## config.mk

```make
export PLATFORM = sky130hd
export DESIGN_NAME = byte_ecc_syndrome
export DESIGN_NICKNAME = d
export VERILOG_FILES = /design/src/rtl/byte_ecc_pkg.sv /design/src/rtl/byte_ecc_frame_ctr.sv /design/src/rtl/byte_ecc_syn_lane.sv /design/src/rtl/byte_ecc_classify.sv /design/src/rtl/byte_ecc_syndrome.sv
export SDC_FILE = /design/constraint.sdc
export NUM_CORES = 1
export LEC_CHECK = 0
export ABC_AREA = 1
export ABC_CLOCK_PERIOD_IN_PS = 3680
export BUFFER_PORTS_ARGS = -buffer_cell sky130_fd_sc_hd__buf_2
export CAP_MARGIN = 20
export CORE_MARGIN = 4
export CORE_UTILIZATION = 63
export DETAILED_ROUTE_END_ITERATION = 12
export GPL_ROUTABILITY_DRIVEN = 0
export GPL_TIMING_DRIVEN = 0
export PLACE_DENSITY = 0.89
export SLEW_MARGIN = 15
export SYNTH_ARGS = -nofsm -noshare
export SYNTH_HDL_FRONTEND = slang
export SYNTH_SLANG_ARGS = --single-unit
```

## constraint.sdc

```tcl
create_clock -name clk -period 3.68 [get_ports clk]
set_input_delay 0.552 -clock clk [delete_from_list [all_inputs] [get_ports clk]]
set_output_delay 0.552 -clock clk [all_outputs]
set_load 0.01 [all_outputs]
```

## src/rtl/byte_ecc_pkg.sv

```systemverilog
// Package: shared constants, class encoding and the cellular-automaton
// step used to weight information bytes.
// Assumes a byte is one automaton state (CA_W cells, bit i is cell i).
package byte_ecc_pkg;

    localparam int CA_W    = 8;
    localparam int NUM_SYN = 4;

    typedef logic [CA_W-1:0] cell_t;

    typedef enum logic [2:0] {
        CLS_CLEAN   = 3'd0,
        CLS_CHK_ONE = 3'd1,
        CLS_CHK_23  = 3'd2,
        CLS_MULTI   = 3'd3,
        CLS_INFO    = 3'd4,
        CLS_UNCORR  = 3'd5
    } err_class_e;

    // One automaton step with null boundaries; r150[i] adds cell i itself.
    function automatic cell_t ca_step(input cell_t s, input cell_t r150);
        cell_t nxt;
        cell_t left;
        cell_t right;
        left  = s << 1;
        right = s >> 1;
        nxt   = left ^ right ^ (r150 & s);
        return nxt;
    endfunction

    // Apply ca_step n times, n below NUM_SYN.
    function automatic cell_t ca_power(input cell_t s, input cell_t r150,
                                       input int unsigned n);
        cell_t v;
        v = s;
        for (int k = 0; k < NUM_SYN; k++) begin
            if (k < int'(n)) begin
                v = ca_step(v, r150);
            end
        end
        return v;
    endfunction

endpackage

```

## src/rtl/byte_ecc_frame_ctr.sv

```systemverilog
// Module: byte position counter for one codeword.
// Counts only accepted bytes, so idle cycles do not move the position.
// Wraps to zero after the last byte, so words may follow back to back.
module byte_ecc_frame_ctr #(
    parameter int FRAME_BYTES = 32,
    parameter int INFO_BYTES  = 28,
    parameter int IDX_W       = $clog2(FRAME_BYTES)
) (
    input  logic             clk,
    input  logic             rst_n,
    input  logic             byte_valid,
    output logic [IDX_W-1:0] idx,
    output logic             first_en,
    output logic             info_en,
    output logic             last_en
);

    localparam logic [IDX_W-1:0] LAST_IDX = IDX_W'(FRAME_BYTES - 1);
    localparam logic [IDX_W-1:0] INFO_END = IDX_W'(INFO_BYTES);

    // Strobes for the byte currently on the input.
    always_comb begin
        first_en = byte_valid && (idx == '0);
        info_en  = byte_valid && (idx < INFO_END);
        last_en  = byte_valid && (idx == LAST_IDX);
    end

    // Advance the position on each accepted byte, wrapping after the last.
    always_ff @(posedge clk) begin
        if (!rst_n) begin
            idx <= '0;
        end else if (byte_valid) begin
            if (idx == LAST_IDX) begin
                idx <= '0;
            end else begin
                idx <= idx + 1'b1;
            end
        end
    end

endmodule

```

## src/rtl/byte_ecc_syn_lane.sv

```systemverilog
// Module: one syndrome lane.
// Accumulates acc = T^LANE * (acc ^ byte) over the information bytes
// (Horner form of the weighted sum). When its own check byte arrives,
// it latches the syndrome.
// Assumes first_en and step_en fall on the same byte at a word start.
module byte_ecc_syn_lane
    import byte_ecc_pkg::*;
#(
    parameter int    LANE      = 0,
    parameter cell_t RULE_MASK = 8'hAB
) (
    input  logic  clk,
    input  logic  rst_n,
    input  logic  step_en,
    input  logic  first_en,
    input  logic  cap_en,
    input  cell_t din,
    output cell_t syn
);

    cell_t acc;
    cell_t acc_base;
    cell_t acc_next;

    // Next accumulator value: a new word starts from zero.
    always_comb begin
        acc_base = first_en ? '0 : acc;
        acc_next = ca_power(acc_base ^ din, RULE_MASK, LANE);
    end

    // Update the accumulator on information bytes; latch syndrome on own check byte.
    always_ff @(posedge clk) begin
        if (!rst_n) begin
            acc <= '0;
            syn <= '0;
        end else begin
            if (step_en) begin
                acc <= acc_next;
            end
            if (cap_en) begin
                syn <= din ^ acc;
            end
        end
    end

endmodule

```

## src/rtl/byte_ecc_classify.sv

```systemverilog
// Module: maps the zero/non-zero pattern of the four syndromes to a class.
// Purely combinational. Assumes exactly four syndromes.
module byte_ecc_classify
    import byte_ecc_pkg::*;
(
    input  cell_t      syn [NUM_SYN],
    output err_class_e cls,
    output logic [1:0] pos
);

    logic [NUM_SYN-1:0] nz;

    // Non-zero flag per syndrome by OR reduction.
    always_comb begin
        for (int j = 0; j < NUM_SYN; j++) begin
            nz[j] = |syn[j];
        end
    end

    // Pattern table: bit j of nz is syndrome j.
    always_comb begin
        pos = 2'd0;
        unique case (nz)
            4'b0000: cls = CLS_CLEAN;
            4'b0001: cls = CLS_CHK_ONE;
            4'b0010: begin cls = CLS_CHK_ONE; pos = 2'd1; end
            4'b0100: begin cls = CLS_CHK_ONE; pos = 2'd2; end
            4'b1000: begin cls = CLS_CHK_ONE; pos = 2'd3; end
            4'b1100: cls = CLS_CHK_23;
            4'b1110: cls = CLS_MULTI;
            4'b1111: cls = CLS_INFO;
            default: cls = CLS_UNCORR;
        endcase
    end

endmodule

```

## src/rtl/byte_ecc_syndrome.sv

```systemverilog
// Module: top of the streaming syndrome generator and classifier.
// Takes one byte per valid cycle, information bytes first, then the check bytes.
// Results are valid in the cycle after the last check byte and are held afterwards.
module byte_ecc_syndrome
    import byte_ecc_pkg::*;
#(
    parameter int    INFO_BYTES = 28,
    parameter cell_t RULE_MASK  = 8'hAB
) (
    input  logic                    clk,
    input  logic                    rst_n,
    input  logic                    byte_valid,
    input  logic [CA_W-1:0]         byte_in,
    output logic                    result_valid,
    output logic [NUM_SYN*CA_W-1:0] syndromes,
    output logic [2:0]              err_class,
    output logic [1:0]              chk_pos
);

    localparam int FRAME_BYTES = INFO_BYTES + NUM_SYN;
    localparam int IDX_W       = $clog2(FRAME_BYTES);

    logic [IDX_W-1:0]   idx;
    logic               first_en;
    logic               info_en;
    logic               last_en;
    logic [NUM_SYN-1:0] cap_en;
    cell_t              syn [NUM_SYN];
    err_class_e         cls;

    byte_ecc_frame_ctr #(
        .FRAME_BYTES (FRAME_BYTES),
        .INFO_BYTES  (INFO_BYTES),
        .IDX_W       (IDX_W)
    ) u_ctr (
        .clk        (clk),
        .rst_n      (rst_n),
        .byte_valid (byte_valid),
        .idx        (idx),
        .first_en   (first_en),
        .info_en    (info_en),
        .last_en    (last_en)
    );

    for (genvar g = 0; g < NUM_SYN; g++) begin : g_lane
        // Capture strobe for this lane's check byte.
        assign cap_en[g] = byte_valid && (idx == IDX_W'(INFO_BYTES + g));

        byte_ecc_syn_lane #(
            .LANE      (g),
            .RULE_MASK (RULE_MASK)
        ) u_lane (
            .clk      (clk),
            .rst_n    (rst_n),
            .step_en  (info_en),
            .first_en (first_en),
            .cap_en   (cap_en[g]),
            .din      (byte_in),
            .syn      (syn[g])
        );

        assign syndromes[g*CA_W +: CA_W] = syn[g];
    end

    byte_ecc_classify u_cls (
        .syn (syn),
        .cls (cls),
        .pos (chk_pos)
    );

    assign err_class = cls;

    // One-cycle result strobe after the last check byte.
    always_ff @(posedge clk) begin
        if (!rst_n) begin
            result_valid <= 1'b0;
        end else begin
            result_valid <= last_en;
        end
    end

endmodule

```

==> run metrics <==
Ports 49; Arr. time, crit path 1.98 ns; Slew headroom 0.596; CP Class reg2out; Synth area leader dfxtp_1; number of port buffers 40; Root Buffer clkbuf_8; CP delay by family, top simple AND/OR/NAND/NOR gates; fin crit period 2.53 ns; Fmax 0.395 GHz; Synth-to-Final Area Change 12.5%; Primary FF master, synth dfxtp_1; Die X-Extent 90.0 um; hold_buf cts 0; wire per inst 15.4 um; Worst Path Max Fanout 3; Final Worst Setup Slack 1.15 ns; FFs w/ async S/R, synth 0; die height 90.0 um; CTS H-tree lvls 3; fin nets 692; Initial Util 0.657; post_cts resized 0; multi-input logic area 2400 um2; syn_area_per_cell 6.78 um2; Slew Limit Fails 0; vias in the first global route 4168; Clk pin slew, worst setup/hold paths 0.08 ns; crit end category output port; Critical Path, Cell by Cell nor2_1 > nand2_1 > nor2_1 > nor2_1 > inv_1 > nand2_1 > o211ai_1 > o311ai_0 > o21ai_0 > buf_2; # fillers 508; Critical Path Slowest Stage Cell dfxtp_1; buffers inserted by post-CTS timing repair 0; cell mode on critical path nor2_1; area fraction of the dominant cell type after synthesis 0.330; most frequent cell after synthesis nand2_1; CP startpoint kind register; #FFs+latches synth 70; Vias 4311; total gr overflow 0; TritonCTS Buffers 9; largest net degree at the start of global routing 14; post-synth net total 641; unrepaired setup endpoints after global routing no; Detail Route Antenna Nets 0; Period Utilization, post-route 0.688; CP peak stage delay 0.35 ns; DIE AREA 8110 um2; HP Class reg2reg; endpoints failing hold 0; pwr/cell area 497 nW/um2; sequential share of the synthesized area 0.330; Post-Syn Area 4240 um2; # DRC 0; CTS tree yes; Area contributors post-synth dfxtp_1 33%, nand2_1 12%, xor2_1 9.9%; later-pin clock latency in the skew report 0.36 ns; EDFF count, synth 0; drt pass-1 iters 6; skew final 0.0114 ns; first-pass GRT wire length 19200 um; cell count after synthesis 625; setup TNS 0 ns; antenna violations before repair 0; row cnt 29; Vias per Instance 5.69; worst slack, placed 1.35 ns; max-cap violations 0; layout cells sized above 1 0.145; antenna cells 0; post-synth cell types 39; worst slew pin tran 0.606 ns; Reg area 1400 um2; Post-Route WL 11600 um; Synth top cells by count 135 x nand2_1, 73 x nor2_1, 72 x inv_1, 70 x dfxtp_1, 58 x o21ai_0; total number of yosys warnings 0; core footprint 6460 um2; GRT Total Usage 0.293; endpoints failing setup 0; worst path required time 3.13 ns; Leak 2.45 nW; clk sinks 70; status completed; 1st-iter DRT viols 411; worst vdd ir 0.000262 V; HPWL Detailed 8270 um; CP Buf/Inv Count 2; CTS Buffer Depth 2
-- per-layer routing --
layer | global-route usage | wire length (um)
met1 | 0.348 | 4490
met5 | 0 | 0
met3 | 0.0518 | 1090
met2 | 0.477 | 5400
met4 | 0.207 | 665
-- layout make-up --
type                            instances  share of cell area
Buffer                                 27              0.0252
Clock buffer                           10              0.0289
Clock inverter                          6              0.0197
Inverter                               81              0.0659
Multi-Input combinational cell        447               0.504
Sequential cell                        70               0.294
Tap cell                               77              0.0202
Timing Repair Buffer                   40              0.0420
-- power breakdown --
| part | internal (mW) | switching (mW) |
|---|---|---|
| registers | 0.811 | 0.0433 |
| logic | 0.275 | 0.520 |
| clock network | 0.405 | 0.318 |
-- sequential cells by signal, indices dropped and copies added (netlist names) --
register	flops
g_lane.u_lane.acc	32
u_ctr.idx	5
result_valid	1
g_lane.u_lane.syn	32
-- placed cells by master (no fill, tap or decap), types with 10 or more instances in the layout --
cell	n
inv_1	72
xor2_1	48
buf_2	46
nand4_1	10
clkbuf_8	10
nand2_1	135
xnor2_1	11
a21oi_1	29
dfxtp_1	70
nor2_1	73
nor3_1	11
nand2_2	13
o21ai_0	58
nand3_1	27
clkbuf_1	19
-- worst reg2reg max path, stage by stage, from the launching register on --
cell and delay [ns]:
dfxtp_1 0.39, inv_1 0.10, ha_1 0.21, buf_4 0.16
nand3_4 0.08, buf_6 0.19, inv_6 0.07, nand2_1 0.13
nand2_1 0.14, xnor2_2 0.35, inv_2 0.06, nand2_1 0.06
nand2_1 0.05, nand2_1 0.06, nand3_1 0.07, nand2_1 0.06
inv_1 0.04
-- through the flow --
stage	power, mW	hold slack, ns	instance area [um2]	instances	util
after global routing	2.51	0.501	4770	758	0.738
after global placement	1.59	0.452	4540	742	0.702
after CTS	2.35	0.474	4770	758	0.738
after floorplan	1.48	0.479	4240	625	-
after detailed placement	1.63	0.461	4540	742	0.702
final	2.37	0.470	4770	758	0.738
-- cells by family after synthesis --
kind of cell | Yosys count | share of synthesized area
flops | 70 | 0.330
xor+xnor | 62 | 0.136
fa+ha+maj | 5 | 0.0148
simple gates | 280 | 0.292
compound gates | 100 | 0.125
buf+inv | 108 | 0.102
-- path summary, 6_finish.rpt --
| path | from | end | slack (ns) | depth (start not counted) |
|---|---|---|---|---|
| max | g_lane[2].u_lane.syn[2]$_SDFFE_PN0P_ | err_class[2] | 1.15 | 10 |
| min | g_lane[2].u_lane.syn[4]$_SDFFE_PN0P_ | g_lane[2].u_lane.syn[4]$_SDFFE_PN0P_ | 0.47 | 2 |
| max reg2reg | u_ctr.idx[0]$_SDFFE_PN0P_ | g_lane[3].u_lane.acc[4]$_SDFFE_PN0P_ | 1.37 | 16 |
| min reg2reg | g_lane[2].u_lane.syn[4]$_SDFFE_PN0P_ | g_lane[2].u_lane.syn[4]$_SDFFE_PN0P_ | 0.47 | 2 |
Note: power is estimated with default switching activity, not from simulation.
